`src/rtl/bucket_rate_pkg.sv`:
```
package bucket_rate_pkg;
  // Strobes from the control path to the datapath
  typedef struct packed {
    logic sampleTick;  // raw sample slot this cycle
    logic restart;     // reload rate and clear bucket position
  } rate_ctl_t;
endpackage

```
`src/rtl/bucket_rate_ctrl.sv`:
```
module bucket_rate_ctrl
  import bucket_rate_pkg::*;
#(
  parameter int REF_PER_SAMPLE = 2
) (
  input  logic      clk,
  input  logic      rstN,
  input  logic      rateWe,
  output rate_ctl_t ctl
);
  localparam int PH_W = (REF_PER_SAMPLE > 1) ? $clog2(REF_PER_SAMPLE) : 1;
  localparam logic [PH_W-1:0] PH_LAST = PH_W'(REF_PER_SAMPLE - 1);

  logic tick;

  generate
    if (REF_PER_SAMPLE > 1) begin : g_div
      logic [PH_W-1:0] phase;
      always_ff @(posedge clk) begin
        if (!rstN || rateWe) phase <= '0;
        else if (phase == PH_LAST) phase <= '0;
        else phase <= phase + 1'b1;
      end
      assign tick = (phase == PH_LAST) && rstN;
    end else begin : g_nodiv
      logic live;
      always_ff @(posedge clk) begin
        if (!rstN || rateWe) live <= 1'b0;
        else live <= 1'b1;
      end
      assign tick = live && rstN;
    end
  endgenerate

  always_comb begin
    ctl.sampleTick = tick;
    ctl.restart    = rateWe;
  end
endmodule

```
`src/rtl/bucket_rate_dp.sv`:
```
module bucket_rate_dp
  import bucket_rate_pkg::*;
#(
  parameter int RATE_W = 8
) (
  input  logic              clk,
  input  logic              rstN,
  input  rate_ctl_t         ctl,
  input  logic [RATE_W-1:0] rateIn,
  input  logic              peakPitMode,
  output logic              sampleEn,
  output logic              bucketEnd,
  output logic              bucketFirst,
  output logic              forceStore
);
  logic [RATE_W-1:0] rateReg;
  logic [RATE_W-1:0] bucketCnt;
  logic              atEnd;
  logic              atStart;

  assign atEnd   = (bucketCnt == rateReg);
  assign atStart = (bucketCnt == '0);

  always_ff @(posedge clk) begin
    if (!rstN) begin
      rateReg   <= '0;
      bucketCnt <= '0;
    end else if (ctl.restart) begin
      rateReg   <= rateIn;
      bucketCnt <= '0;
    end else if (ctl.sampleTick) begin
      bucketCnt <= atEnd ? '0 : bucketCnt + 1'b1;
    end
  end

  always_comb begin
    sampleEn    = ctl.sampleTick;
    bucketEnd   = ctl.sampleTick && atEnd;
    bucketFirst = ctl.sampleTick && atStart;
    forceStore  = bucketFirst && peakPitMode && (rateReg != '0);
  end
endmodule

```
`src/rtl/bucket_rate_gen.sv`:
```
module bucket_rate_gen
  import bucket_rate_pkg::*;
#(
  parameter int RATE_W         = 8,
  parameter int REF_PER_SAMPLE = 2
) (
  input  logic              clk,
  input  logic              rstN,
  input  logic              rateWe,
  input  logic [RATE_W-1:0] rateIn,
  input  logic              peakPitMode,
  output logic              sampleEn,
  output logic              addrEn,
  output logic              postTrigEn,
  output logic              firstStrobe,
  output logic              captureForce
);
  rate_ctl_t ctl;
  logic      bucketEnd;

  bucket_rate_ctrl #(.REF_PER_SAMPLE(REF_PER_SAMPLE)) u_ctrl (
    .clk(clk), .rstN(rstN), .rateWe(rateWe), .ctl(ctl)
  );

  bucket_rate_dp #(.RATE_W(RATE_W)) u_dp (
    .clk(clk), .rstN(rstN), .ctl(ctl), .rateIn(rateIn),
    .peakPitMode(peakPitMode), .sampleEn(sampleEn),
    .bucketEnd(bucketEnd), .bucketFirst(firstStrobe),
    .forceStore(captureForce)
  );

  assign addrEn     = bucketEnd;
  assign postTrigEn = bucketEnd;
endmodule

```
`config.mk`:
```
export PLATFORM = sky130hd
export DESIGN_NAME = bucket_rate_gen
export DESIGN_NICKNAME = d
export VERILOG_FILES = /design/src/rtl/bucket_rate_pkg.sv /design/src/rtl/bucket_rate_ctrl.sv /design/src/rtl/bucket_rate_dp.sv /design/src/rtl/bucket_rate_gen.sv
export SDC_FILE = /design/constraint.sdc
export NUM_CORES = 1
export LEC_CHECK = 0
export BUFFER_PORTS_ARGS = -buffer_cell sky130_fd_sc_hd__buf_2
export CORE_MARGIN = 1.5
export CORE_UTILIZATION = 52
export CTS_CLUSTER_SIZE = 8
export DETAILED_ROUTE_END_ITERATION = 16
export PLACE_DENSITY = 0.76
export SLEW_MARGIN = 20
export SYNTH_ARGS = -nofsm -noshare
export SYNTH_HDL_FRONTEND = slang
export SYNTH_SLANG_ARGS = --single-unit
```
`constraint.sdc`:
```
create_clock -name clk -period 2.01 [get_ports clk]
set_clock_uncertainty 0.2 [all_clocks]
set_input_delay 0.201 -clock clk [delete_from_list [all_inputs] [get_ports clk]]
set_output_delay 0.201 -clock clk [all_outputs]
set_load 0.1 [all_outputs]
```
# After elaboration in Yosys (flattened, before gate mapping)
# Index checks and enable logic that the tools add are counted.
[totals] register_bits=17 inputBits=12 output_inout_bits=5 elab_cells=19
[classes] add_sub_neg=2 eq_ne=1 n_mux=1 n_bitwise=1 n_reduce_logical=11
[op_table] op="8-bit by 1-bit adder with 8-bit output (second input constant)" n=1
[op_table] op="8-bit equality test" n=1
[op_table] op="8-bit logical NOT" n=1
[op_table] op="8-bit two-way mux" n=1
[op_table] op="8-bit nonzero test" n=1
[op_table] op="1-bit logical AND" n=5
[op_table] op="2-bit OR reduction" n=2
[op_table] op="1-bit adder (second input constant)" n=1
[op_table] op="1-bit logical NOT" n=1
[op_table] op="1-bit logical OR" n=1
[op_table] op="1-bit inverter" n=1

# Depth between registers and ports, before layout
[depth] word_depth=4 depth_mapped=6 ltp_nobuf=6

# By module
# A second synthesis with hierarchy kept.
[hier_totals] hier_cells=92 hier_area_um2=875.8
[by_module_without_submodules] mod="bucket_rate_dp" n_inst=1 cells_each=86 area_each_um2=813.3 seq_area_each_um2=320.3
[by_module_without_submodules] mod="bucket_rate_ctrl" n_inst=1 cells_each=5 area_each_um2=55.1 seq_area_each_um2=20.0
[by_module_without_submodules] mod="bucket_rate_gen" n_inst=1 cells_each=1 area_each_um2=7.5 seq_area_each_um2=0.0

# Least setup slack after synthesis
# No wires, ideal clock.
[synth_path] path_type="register -> output" startpoint="reg u_ctrl.g_div.phase" endpoint="out postTrigEn" t_arrival_ps=3735 required_ps=1609 setup_slack_ps=-2126 stages_incl_launch_ff=6 path_buffers=1 path_cell_list="dfxtp_1 -> nand2_1 -> inv_2 -> nand2_1 -> nor3_1 -> buf_4"
[synth_between] elab_chain_len=2
[synth_lines] item="start, declared" line_no="bucket_rate_ctrl.sv:18" source="logic [PH_W-1:0] phase;"
[synth_lines] item="start signal, assigned" line_no="bucket_rate_ctrl.sv:22" source="else phase <= phase + 1'b1;"
[synth_lines] item="1-bit logical AND" line_no="bucket_rate_ctrl.sv:24" source="assign tick = (phase == PH_LAST) && rstN;"
[synth_lines] item="net sampleEn" line_no="bucket_rate_gen.sv:12" source="output logic sampleEn,"
[synth_lines] item="1-bit logical AND" line_no="bucket_rate_dp.sv:38" source="bucketEnd = ctl.sampleTick && atEnd;"
[synth_lines] item="end, declared" line_no="bucket_rate_gen.sv:14" source="output logic postTrigEn,"
# The timed path passes the listed nets, and every way through them passes these cells.

# Final worst setup path
[layout_path] startpoint="reg u_dp.bucketCnt[0]" endpoint="out captureForce"
[layout_between] elab_chain_len=4
[layout_lines] item="start, declared" line_no="bucket_rate_dp.sv:17" source="logic [RATE_W-1:0] bucketCnt;"
[layout_lines] item="start signal, assigned" line_no="bucket_rate_dp.sv:32" source="bucketCnt <= atEnd ? '0 : bucketCnt + 1'b1;"
[layout_lines] item="8-bit logical NOT" line_no="bucket_rate_dp.sv:22" source="assign atStart = (bucketCnt == '0);"
[layout_lines] item="1-bit logical AND" line_no="bucket_rate_dp.sv:39" source="bucketFirst = ctl.sampleTick && atStart;"
[layout_lines] item="1-bit logical AND (2 in a row)" line_no="bucket_rate_dp.sv:40" source="forceStore = bucketFirst && peakPitMode && (rateReg != '0);"
[layout_lines] item="end, declared" line_no="bucket_rate_gen.sv:16" source="output logic captureForce"
# Every way passes these cells.

==> results.txt <==
----------------------------------------------------
[GRT]
  Global route overflow ... 0
  Via count of the first global-routing pass ... 771
  Antenna violations before repair ... 0
  Global-route wire length before repair ... 3570 um
  Maximum number of pins on one net before global-route repair ... 11
  Total GRT Usage ... 0.259

[Yosys]
  Top post-synthesis cells by area ... dfxtp_1 38%, mux2i_1 9.0%, xnor2_1 8.9%, nor2b_1 5.6%, xor2_1 3.9%
  Post-Syn Nets ... 106
  Flop and latch count out of synthesis ... 17
  Synth Area per Inst ... 9.67 um2
  Fraction of the yosys area taken by sequential cells ... 0.383
  Post-synth design cell area ... 890 um2
  Cells after synthesis ... 92
  Library cell with the largest summed area after synthesis ... dfxtp_1
  Yosys warns ... 0
  Netlist cell types ... 30
  Area share of the leading cell type in the synthesized netlist ... 0.383

[Finish]
  Share of final-layout standard cells stronger than drive strength 1 ... 0.411
  Number of inserted diodes ... 0
  Area grow syn2layout ... 44.0%
  Top library cells by usage in the layout, fill and taps aside ... 12 x buf_2, 11 x dfxtp_1
  Summed area of non-filler cells in the final layout ... 1280 um2
  Non-filler cells in the finished layout ... 140
  Finished Core Util ... 0.822
  Most common library cell in the layout ignoring fill and taps ... buf_2
  Number of nets in the layout ... 139

[Routing]
  WL final ... 2290 um
  Drt via density ... 5.46
  Routed length per placed instance ... 16.3 um
  Antenna-violating nets left ... 0
  DRC Markers ... 2
  Starting DRC count in detailed routing ... 21
  Via count ... 765
  Detailed-router iteration count before antenna repair ... 10

[Pwr]
  Sequential group share of total power ... 0.520
  Combinational fraction of design power ... 0.215
  Leak pwr ... 0.516 nW
  Power density over cell area ... 539 nW/um2
  Share of total power consumed by net switching ... 0.285
  Net switching power ... 0.197 mW
  Clock Power Share ... 0.265
  Design internal power ... 0.494 mW
  Worst ir drop on vdd ... 0.000403 V

[Status]
  Violated checks ... design-rule violations, negative setup slack
  Outcome ... complete, but fails checks

[Setup path]
  Crit Reg-Reg Startpoint ... u_dp.bucketCnt[2]$_SDFFE_PP0P_
  Reg2Reg Depth ... 6
  Crit path launch type ... flop
  Worst reg2reg endpoint ... u_dp.bucketCnt[2]$_SDFFE_PP0P_
  Setup slack, reg-to-reg ... 150 ps
  Data required time at the worst endpoint ... 1610 ps
  Worst endpoint data arrival time ... 1800 ps
  Maximum net fanout on the critical path ... 2
  Start-to-end type of the worst setup path ... reg2out
  Critical Path End Type ... output pin

[Die]
  Initial core utilization ... 0.571
  Core area ... 1560 um2
  Die span in x ... 44.4 um
  Vertical extent of the die ... 44.4 um
  Number of placed I/O pins ... 17
  Number of standard-cell rows in the floorplan ... 14
  Die Outline Area ... 1970 um2

[Min path]
  Hold Path Sink ... u_ctrl.g_div.phase$_SDFF_PP0_
  Hold_sp ... rateWe
  Cells on Worst Hold Path ... 2
  Min-delay worst type ... in2reg

[CTS]
  Max Root-Sink Buffers ... 2
  Clock net sink count ... 17
  Number of CTS-inserted buffers ... 3
  Root buffer cell ... clkbuf_4
  H-tree levels ... 1
  Clock-pin slew of the registers on the worst-case setup and hold paths ... 90 ps
  TritonCTS clock tree ... done
  Clock latency on the worst-skew pair ... 290 ps

[Timing]
  Time the worst path needs with I/O delays and setup ... 2200 ps
  Transition time of the tightest slew-check pin ... 482 ps
  Number of pins with negative max-slew slack in the final report ... 0
  Number of setup violations in the final report ... 4
  Number of hold violations in the final report ... 0
  Final critical-path share of the clock period ... 1.09
  Maximum operating frequency ... 455 MHz
  Setup repair after global routing missed its margin ... true
  Headroom to the max-slew limit ... 0.681
  Post-route setup slack ... -186 ps

[Job]
  Number of max-cap violations ... 0

[Placed design]
  Cell count after placement ... 123
  Number of buffers inserted by port buffering ... 16
  GPL Wtd Cong ... 0.805
  Placed Instance Area ... 1080 um2
  Setup slack at placement ... 61.9 ps
  DPL Wire Length ... 1370 um

----------------------------------------------------
==> layer usage <==
metal | share of wire | vias up | global-route usage
met4 | 0.0074 | 0 | 0.0727
met2 | 0.52 | 22 | 0.459
met1 | 0.42 | 370 | 0.291
met5 | 0 | - | 0
li1 | - | 371 | -
met3 | 0.050 | 2 | 0.0939
==> cell type report <==
cell class | count | area [um2]
multi-input combinational | 66 | 568
fill | 97 | 278
inverter | 4 | 22.5
sequential | 17 | 353
tap | 16 | 20.0
timing repair buffer | 33 | 292
clock buffer | 4 | 26.3
==> cell families (layout without fill, tap and decap cells) <==
logic type               Yosys count  in the layout  synth area share
AND/OR/NAND/NOR                   38             38             0.252
flip-flops                        17             17             0.383
multiplexers                       8              8            0.0900
buffers and inverters              9             41            0.0534
adder cells (fa/ha/maj)            2              2            0.0281
XOR/XNOR                          14             14             0.146
AO/OA/AOI/OAI                      4              4            0.0478
==> how the worst max path moves through the flow <==
stage                                               from           end
after floorplan           u_dp.bucketCnt[0]$_SDFFE_PP0P_  captureForce
after global placement    u_dp.bucketCnt[0]$_SDFFE_PP0P_  captureForce
after detailed placement  u_dp.bucketCnt[0]$_SDFFE_PP0P_  captureForce
after CTS                 u_dp.bucketCnt[0]$_SDFFE_PP0P_  captureForce
after global routing      u_dp.bucketCnt[1]$_SDFFE_PP0P_  captureForce
final                     u_dp.bucketCnt[0]$_SDFFE_PP0P_  captureForce
==> metrics by stage <==
step                power [mW]  hold WS [ps]  setup TNS, ps
detailed placement       0.489           268              0
floorplan                0.454           171          -1690
global route             0.720           119           -645
finish                   0.691           103           -310
global placement         0.485           257              0
CTS                      0.693          81.3           -283
==> state kept, by name, summed over array words and instances, names as in the netlist <==
name	flops
u_dp.bucketCnt	8
u_ctrl.g_div.phase	1
u_dp.rateReg	8
==> cell usage after synthesis <==
cell type / number
mux2i_1: 8
o22ai_1: 1
a21oi_1: 1
nor3b_1: 1
inv_1: 3
ha_1: 2
inv_2: 1
xor2_1: 4
nor4_2: 1
nor4b_2: 1
xnor2_2: 1
buf_4: 1
nand3_1: 2
nand4_2: 1
buf_6: 1
and3_1: 1
nand4_1: 3
dfxtp_1: 17
o21ai_0: 1
o311ai_4: 1
and3_2: 1
nor4_1: 2
nand2_1: 6
nor2b_1: 8
xnor2_1: 9
clkbuf_1: 1
nor3_1: 2
or3_1: 2
buf_2: 2
nor2_1: 7
==> power groups by stage <==
stage	Combinational, mW	Clock [mW]	Sequential [mW]
4_1_cts	0.144	0.190	0.360
5_1_grt	0.157	0.204	0.360
3_5_place_dp	0.120	0	0.369
2_1_floorplan	0.0878	0	0.366
6_report	0.148	0.183	0.359
3_3_place_gp	0.116	0	0.369
==> timing repair <==
| action | in CTS | in global routing |
|---|---|---|
| cloned | 0 | 0 |
| hold buffers | 8 | 0 |
| setup buffers | 3 | 2 |
| resized for setup | 12 | 4 |
| hold endpoints to repair | 8 | 0 |
| endpoints found under the setup margin | 4 | 4 |
| pin swaps | 6 | 2 |
==> worst max-delay path, cell delays in order, from the launching register on <==
cell and delay [ps]:
dfxtp_4 350, inv_2 60, ha_4 110, nor4b_4 210, nand2_2 100, nor4_4 270, and3_4 230, buf_12 170
Note: power is estimated with default switching activity, not from simulation.
